**config.mk**
```make
export PLATFORM = sky130hd
export DESIGN_NAME = fe_tx_encoder
export DESIGN_NICKNAME = d
export VERILOG_FILES = /design/src/rtl/fe_tx_encoder.sv
export SDC_FILE = /design/constraint.sdc
export NUM_CORES = 1
export LEC_CHECK = 0
export ABC_CLOCK_PERIOD_IN_PS = 1800
export CAP_MARGIN = 10
export CORE_UTILIZATION = 30
export CTS_CLUSTER_SIZE = 10
export DETAILED_ROUTE_END_ITERATION = 10
export DONT_BUFFER_PORTS = 1
export GPL_ROUTABILITY_DRIVEN = 0
export SYNTH_ARGS = -nofsm -noshare
export SYNTH_HDL_FRONTEND = slang
export SYNTH_SLANG_ARGS = --single-unit
```
**constraint.sdc**
```tcl
create_clock -name clk -period 1.8 [get_ports clk]
set_input_delay 0.09 -clock clk [delete_from_list [all_inputs] [get_ports clk]]
set_output_delay 0.09 -clock clk [all_outputs]
set_load 0.05 [all_outputs]
```
**src/rtl/fe_tx_encoder.sv**
```systemverilog
module fe_tx_encoder #(
  parameter int SCR_W = 11,
  parameter int SCR_TAP = 8,
  parameter logic [SCR_W-1:0] SCR_SEED = '1
) (
  input  logic              clk,
  input  logic              rst_n,
  input  logic              bit_en,
  input  logic              tx_en,
  input  logic [3:0]        txd,
  output logic              nib_strobe,
  output logic signed [1:0] line_lvl
);
  localparam logic [4:0] CG_IDLE = 5'b11111;
  localparam logic [4:0] CG_J    = 5'b11000;
  localparam logic [4:0] CG_K    = 5'b10001;
  localparam logic [4:0] CG_T    = 5'b01101;
  localparam logic [4:0] CG_R    = 5'b00111;

  typedef enum logic [1:0] {FS_IDLE, FS_K, FS_DATA, FS_R} fstate_t;

  function automatic logic [4:0] enc4b5b(input logic [3:0] n);
    case (n)
      4'h0: return 5'b11110;  4'h1: return 5'b01001;
      4'h2: return 5'b10100;  4'h3: return 5'b10101;
      4'h4: return 5'b01010;  4'h5: return 5'b01011;
      4'h6: return 5'b01110;  4'h7: return 5'b01111;
      4'h8: return 5'b10010;  4'h9: return 5'b10011;
      4'hA: return 5'b10110;  4'hB: return 5'b10111;
      4'hC: return 5'b11010;  4'hD: return 5'b11011;
      4'hE: return 5'b11100;  default: return 5'b11101;
    endcase
  endfunction

  fstate_t          fs, fs_n;
  logic [2:0]       cnt;
  logic [4:0]       grp, code;
  logic [SCR_W-1:0] lfsr;
  logic             nrzi;
  logic [1:0]       phase;

  wire kbit    = lfsr[SCR_W-1] ^ lfsr[SCR_TAP];
  wire sbit    = grp[4] ^ kbit;
  wire nrzi_nx = nrzi ^ sbit;
  wire step    = nrzi_nx ^ nrzi;

  assign nib_strobe = bit_en && (cnt == 3'd4);
  assign line_lvl   = (phase == 2'd1) ? 2'sb01 : (phase == 2'd3) ? 2'sb11 : 2'sb00;

  always_comb begin
    code = CG_IDLE;
    fs_n = fs;
    case (fs)
      FS_IDLE: if (tx_en) begin code = CG_J; fs_n = FS_K; end
      FS_K:    begin code = CG_K; fs_n = FS_DATA; end
      FS_DATA: if (tx_en) code = enc4b5b(txd);
               else begin code = CG_T; fs_n = FS_R; end
      default: begin code = CG_R; fs_n = FS_IDLE; end
    endcase
  end

  always_ff @(posedge clk) begin
    if (!rst_n) begin
      fs    <= FS_IDLE;
      cnt   <= 3'd0;
      grp   <= CG_IDLE;
      lfsr  <= SCR_SEED;
      nrzi  <= 1'b0;
      phase <= 2'd0;
    end else if (bit_en) begin
      lfsr <= {lfsr[SCR_W-2:0], kbit};
      nrzi <= nrzi_nx;
      if (step) phase <= phase + 2'd1;
      if (cnt == 3'd4) begin
        cnt <= 3'd0;
        grp <= code;
        fs  <= fs_n;
      end else begin
        cnt <= cnt + 3'd1;
        grp <= {grp[3:0], 1'b0};
      end
    end
  end

  AST_HOLD_NO_EN: assert property (@(posedge clk) disable iff (!rst_n)
    !bit_en |=> $stable(line_lvl));
  AST_ZERO_HOLDS: assert property (@(posedge clk) disable iff (!rst_n)
    (bit_en && !sbit) |=> $stable(line_lvl));
  AST_ONE_MOVES: assert property (@(posedge clk) disable iff (!rst_n)
    (bit_en && sbit) |=> !$stable(line_lvl));
  AST_NO_JUMP: assert property (@(posedge clk) disable iff (!rst_n)
    (line_lvl == 2'sb01) |=> (line_lvl != 2'sb11));
  AST_STROBE_SPACED: assert property (@(posedge clk) disable iff (!rst_n)
    nib_strobe |=> !nib_strobe);
  AST_SCR_LIVE: assert property (@(posedge clk) disable iff (!rst_n)
    lfsr != '0);
endmodule

```
==> reports/qor.yml, run 1 <==
drt:
  drc: 0
  via_per_inst: 4.83
  wirelength_um: 1990
  drtPass1Iterations: 4
  routedWlPerCell_um: 11.0
  drtIter0Drc: 10
  final_antenna_net_count: 0
  num_vias: 870
timing:
  finalCritPeriodShare_pct: 92.4
  rsz0062_at_grt: "false"
  max_slew_margin_pct: 47.2
  worst_pin_slew_ns: 0.793
  finalSetupViolations: 0
  fmax_mhz: 601
  hold_violations: 0
  holdWs_ns: 0.0146
  setup_tns_ns: 0
  finalWorstSetupSlack_ns: 0.137
  drv_slew: 0
  skew_ns: 0.000763
  fin_crit_ns: 1.66
synthesis:
  ys_ff_latch: 23
  synth_ff_type: "dfxtp_1"
  yosys_warnings: 0
  avgSynthCellArea_sq_um: 8.88
  asyncSetResetFlopFracSynth_pct: 0
  yosys-top-cells-area: "dfxtp_1 40%, mux2i_1 10%, ha_1 8.7%"
  synth_top_cell_by_area: "dfxtp_1"
  synth_top_area_share_pct: 39.9
  netlist_instances: 130
  synth_edf_count: 0
  synthesis.area_sq_um: 1150
  seq_area_frac_synth_pct: 39.9
  synth_cell_types: 36
  synth_fp_nets: 146
die:
  initial_core_util_pct: 31.3
  die_h_um: 64.0
  ioPinCount: 11
  num_rows: 22
  die_w_um: 64.0
  core_sq_um: 3690
  dieArea_sq_um: 4100
grt:
  grt_pass1_vias: 830
  grt_antenna_before_repair: 0
  track_usage_pct: 10.8
  grt-ovfl-total: 0
  grt_max_degree: 25
  grt_pass1_wl_um: 3480
placement:
  dpl.hpwl_um: 1450
  dp_cells: 173
  place_area_sq_um: 1190
  numPortBuffers: 0
  preCtsSetupSlack_ns: 0.182
worst_setup_path:
  timing_worst_setup_path_type: "register to register"
  r2r-start: "fs[1]$_SDFFE_PN0P_"
  arrival_ns: 1.76
  endpoint_kind: "register"
  setup.worst_path.start: "fs[1]$_SDFFE_PN0P_"
  start_kind: "register"
  path_max_fanout: 6
  crit_required_ns: 1.89
worst_hold_path:
  min-delay-start: "bit_en"
  hp-class: "input port to register"
layout:
  fillers: 392
  register_area_sq_um: 462
  layout.nets: 149
  drive_gt1_share_pct: 9.09
  syn_to_final_growth_pct: 10.3
  antenna_cells: 0
  multi_input_area_sq_um: 628
  final_cells: 180
  final_cell_area_sq_um: 1270
clock_network:
  cts_buffer_depth: 2
  cts_root_buf: "clkbuf_8"
  cts-htree-levels: 1
  path_clk_slew_ns: 0.08
  clkLatencyLatePin_ns: 0.26
  cts_tree: "built"
  cts.sink_count: 23
  cts_buffers: 3
run_status:
  status: "completed"
pwr:
  p_leak_nw: 0.534
  ir_drop_mv: 0.551
  powerDensity_nw_per_um2: 750
flow_run:
  drv_cap: 0
-- cells by family (layout without fill, tap and decap cells) --
logic type      Yosys count  after routing  share of synthesized area, %
buf+inv                  16             18                          5.74
mux                      13             13                          11.7
simple gates             44             44                          18.9
compound gates           23             23                          12.9
xor+xnor                  3              3                          2.28
fa+ha+maj                 8              8                          8.67
flops                    23             23                          39.9
-- final timing paths --
path / end / cells after the start / slack, ns
max: grp[2]$_SDFFE_PN1P_ / 6 / 0.14
min: lfsr[0]$_SDFFE_PN1P_ / 3 / 0.01
max reg2reg: grp[2]$_SDFFE_PN1P_ / 6 / 0.14
min reg2reg: lfsr[4]$_SDFFE_PN1P_ / 2 / 0.47
-- final cells by class --
class,instances,share of cell area (%)
inverters,10,2.95
repair buffers,4,3.14
well taps,48,4.72
clock buffers,3,3.24
multi-input cells,91,49.3
flip-flops and latches,23,36.2
clock inverters,1,0.393
-- state kept, by name, summed over array words and instances, names as in the netlist --
name   flops
cnt        3
fs         2
grp        5
lfsr      11
phase      2
-- worst max-delay path: stages (launching register included) --
cell and delay, ns:
dfxtp_1 0.38, inv_1 0.08, ha_1 0.25, nor2b_1 0.17, or3_1 0.33, a21oi_1 0.15, o221ai_1 0.13
-- layout by cell type (no fill, tap or decap), types with 2 or more instances in the layout --
| master | instances |
|---|---|
| nor2b_1 | 3 |
| nor3_1 | 3 |
| mux2i_1 | 12 |
| o221ai_1 | 3 |
| nand2_1 | 17 |
| nor2_1 | 7 |
| ha_1 | 8 |
| dfxtp_1 | 22 |
| nand3_1 | 2 |
| dlygate4sd3_1 | 2 |
| inv_1 | 10 |
| and2_1 | 3 |
| a21oi_1 | 5 |
| xnor2_1 | 2 |
| o21ai_0 | 6 |
| nand2b_1 | 2 |
| clkbuf_8 | 3 |
-- through the flow --
stage                     util, %  power [mW]
after floorplan                 -       0.644
after global placement       32.4       0.636
after detailed placement     32.4       0.642
after CTS                    34.4       0.969
after global routing         34.5        1.00
final                        34.5       0.955
-- per-layer routing --
layer	track usage, %	up-vias	part of all wire [%]
li1	-	449	-
met1	10.8	414	43
met2	20.9	5	54
met3	3.75	2	2.4
met4	2.56	0	0.71
met5	0	-	0
-- what timing repair did --
action                                  4_1_cts  5_1_grt
endpoints found under the setup margin        0        2
hold buffers                                  3        0
setup buffers                                 0        0
gates resized for setup                       0        2
endpoints found under the hold margin        23        0
-- synthesized netlist by cell type, types with 2 or more instances --
master / count
dfxtp_1: 23
nand2_1: 17
mux2i_1: 12
inv_1: 10
ha_1: 8
nor2_1: 7
o21ai_0: 6
a21oi_1: 5
and2_1: 3
clkbuf_1: 3
nor2b_1: 3
nor3_1: 3
o221ai_1: 3
buf_2: 2
nand2b_1: 2
nand3_1: 2
xnor2_1: 2
-- where the power goes --
| group | internal [mW] | total (mW) | switching [mW] |
|---|---|---|---|
| Combinational | 0.0444 | 0.104 | 0.0596 |
| Sequential | 0.528 | 0.541 | 0.0135 |
| Clock | 0.154 | 0.310 | 0.156 |
No activity file was read; power rests on OpenSTA's default activity.
==> inputs of run 2 (changes only) <==
Settings changed: CORE_UTILIZATION 30 to 45, PLACE_DENSITY from default to 0.63, SLEW_MARGIN from default to 20.
==> reports/qor.yml, run 2 (synthesized netlist as in run 1, its figures left out) <==
run_status:
  status: "completed"
die:
  dieArea_sq_um: 2770  # -32%
  die_h_um: 52.7  # -18%
  initial_core_util_pct: 49.8  # +19 points
  ioPinCount: 11  # unchanged
  num_rows: 17  # -23%
  die_w_um: 52.7  # -18%
  core_sq_um: 2320  # -37%
pwr:
  p_int_uw: 658  # -9.4%
  power_switching_uw: 227  # -0.78%
  pwr-share-clk_pct: 26.4  # -6.0 points
  seq_power_share_pct: 61.2  # +4.5 points
  ir_drop_mv: 0.524  # -4.9%
  p_sw_share_pct: 25.6  # +1.7 points
  p_leak_nw: 0.525  # -1.6%
  combPwrFrac_pct: 12.4  # +1.5 points
  powerDensity_nw_per_um2: 710  # -5.3%
layout:
  top_register: "lfsr"
  largest_reg_flops: 11  # unchanged
  register_area_sq_um: 460  # -0.27%
  reg_top3: "lfsr x11, grp x5, cnt x3"
  antenna_cells: 0  # unchanged
  final_cells: 162  # -10%
  mostFrequentLayoutCells: "23 x dfxtp_1, 17 x nand2_1, 12 x mux2i_1"
  layout.nets: 151  # +1.3%
  layout_commonest_cell: "dfxtp_1"
  drive_gt1_share_pct: 8.21  # -0.88 points
  fillers: 242  # -38%
  multi_input_area_sq_um: 628  # unchanged
  syn_to_final_growth_pct: 7.91
worst_setup_path:
  crit_required_ns: 2.01  # +0.12 ns
  start_kind: "input port"
  path_max_fanout: 24  # +18
  endpoint_kind: "register"
  timing_worst_setup_path_type: "input port to register"
  slowest_stage: "dlygate4sd3_1"
  cpLargestDelayFamily: "buffers and inverters"
  worstPathCellList: "dlygate4sd3_1 > nand2_1 > dlygate4sd3_1"
  arrival_ns: 1.85  # +0.09 ns
  cpMostUsedCell: "dlygate4sd3_1"
  max_stage_delay_ns: 1.08  # +0.70 ns
  critPathBufInv: 2  # +1
drt:
  routedWlPerCell_um: 12.8  # +16%
  num_vias: 873  # +0.34%
  wirelength_um: 2080  # +4.5%
  drtPass1Iterations: 4  # unchanged
  drtIter0Drc: 10  # unchanged
  drc: 0  # unchanged
  final_antenna_net_count: 0  # unchanged
  via_per_inst: 5.39  # +11%
timing:
  fmax_mhz: 611  # +1.6%
  skew_ns: 0.0112  # +0.0105 ns
  setup_tns_ns: 0  # unchanged
  fin_crit_ns: 1.64  # -0.0254 ns
  finalSetupViolations: 0  # unchanged
  worst_pin_slew_ns: 0.870  # +0.0770 ns
  finalCritPeriodShare_pct: 91.0  # -1.4 points
  rsz0062_at_grt: "false"
  hold_violations: 0  # unchanged
  drv_slew: 0  # unchanged
  max_slew_margin_pct: 41.8  # -5.3 points
  holdWs_ns: 0.0298  # +0.0152 ns
  finalWorstSetupSlack_ns: 0.163  # +0.0254 ns
clock_network:
  clkLatencyLatePin_ns: 0.31  # +0.05 ns
  path_clk_slew_ns: 0.13  # +0.05 ns
  cts_setup_buffers: 0  # unchanged
  cts_resized: 0  # unchanged
  cts_root_buf: "clkbuf_4"
  cts_buffer_depth: 2  # unchanged
  postCtsHoldBufs: 4  # +1
  cts_tree: "built"
  cts.sink_count: 23  # unchanged
  cts-htree-levels: 1  # unchanged
  cts_buffers: 3  # unchanged
placement:
  numPortBuffers: 0  # unchanged
  dp_cells: 153  # -12%
  preCtsSetupSlack_ns: 0.212  # +0.0298 ns
grt:
  grt_max_degree: 25  # unchanged
  grt_antenna_before_repair: 0  # unchanged
  grt-ovfl-total: 0  # unchanged
  grt_pass1_vias: 799  # -3.7%
  grt_pass1_wl_um: 3510  # +1.0%
  track_usage_pct: 17.6  # +6.8 points
flow_run:
  drv_cap: 0  # unchanged
worst_hold_path:
  hp-class: "input port to register"
[run 2: worst paths after layout]
path                                           start                    to  slack, ns  depth (start not counted)
worst max-delay path                           rst_n  lfsr[9]$_SDFFE_PN1P_       0.16                          3
worst min register to register  lfsr[4]$_SDFFE_PN1P_  lfsr[4]$_SDFFE_PN1P_       0.48                          2
worst min-delay path                          bit_en   grp[3]$_SDFFE_PN1P_       0.03                          3
worst max register to register    fs[0]$_SDFFE_PN0P_   grp[1]$_SDFFE_PN1P_       0.17                          6
[run 2: layer usage]
layer / up-vias / GRT usage [%] / share of wire (%) / wire (um)
li1: 452 / - / - / -
met4: 0 / 3.95 / 0.63 / 13
met2: 13 / 29.1 / 46 / 960
met1: 406 / 21.7 / 50 / 1040
met3: 2 / 6.09 / 3.2 / 66
met5: - / 0 / 0 / 0
[run 2: layout make-up]
type,instances,area share [%]
inverters,10,3.01
clock inverters,1,0.402
multi-input cells,91,50.4
well taps,28,2.81
clock buffers,3,1.81
repair buffers,6,4.62
flip-flops and latches,23,36.9
[run 2: power groups by stage]
stage	registers (mW)	logic (mW)	clock network (mW)
final	0.542	0.109	0.234
after global routing	0.544	0.123	0.276
after CTS	0.542	0.109	0.253
after detailed placement	0.553	0.0869	0
after global placement	0.552	0.0835	0
after floorplan	0.550	0.0945	0
[run 2: through the flow]
| step | util (%) | power, mW | cell area, sq um |
|---|---|---|---|
| final | 53.8 | 0.885 | 1250 |
| after global routing | 53.8 | 0.943 | 1250 |
| after CTS | 53.3 | 0.904 | 1240 |
| after detailed placement | 50.4 | 0.640 | 1170 |
| after global placement | 50.4 | 0.636 | 1170 |
| after floorplan | - | 0.644 | 1150 |
[run 2: worst min-delay path: cells and delay by family]
| kind | cells | cell delay, ns |
|---|---|---|
| AOI/OAI and AO/OA | 2 | 0.15 |
| and+or+nand+nor | 1 | 0.05 |
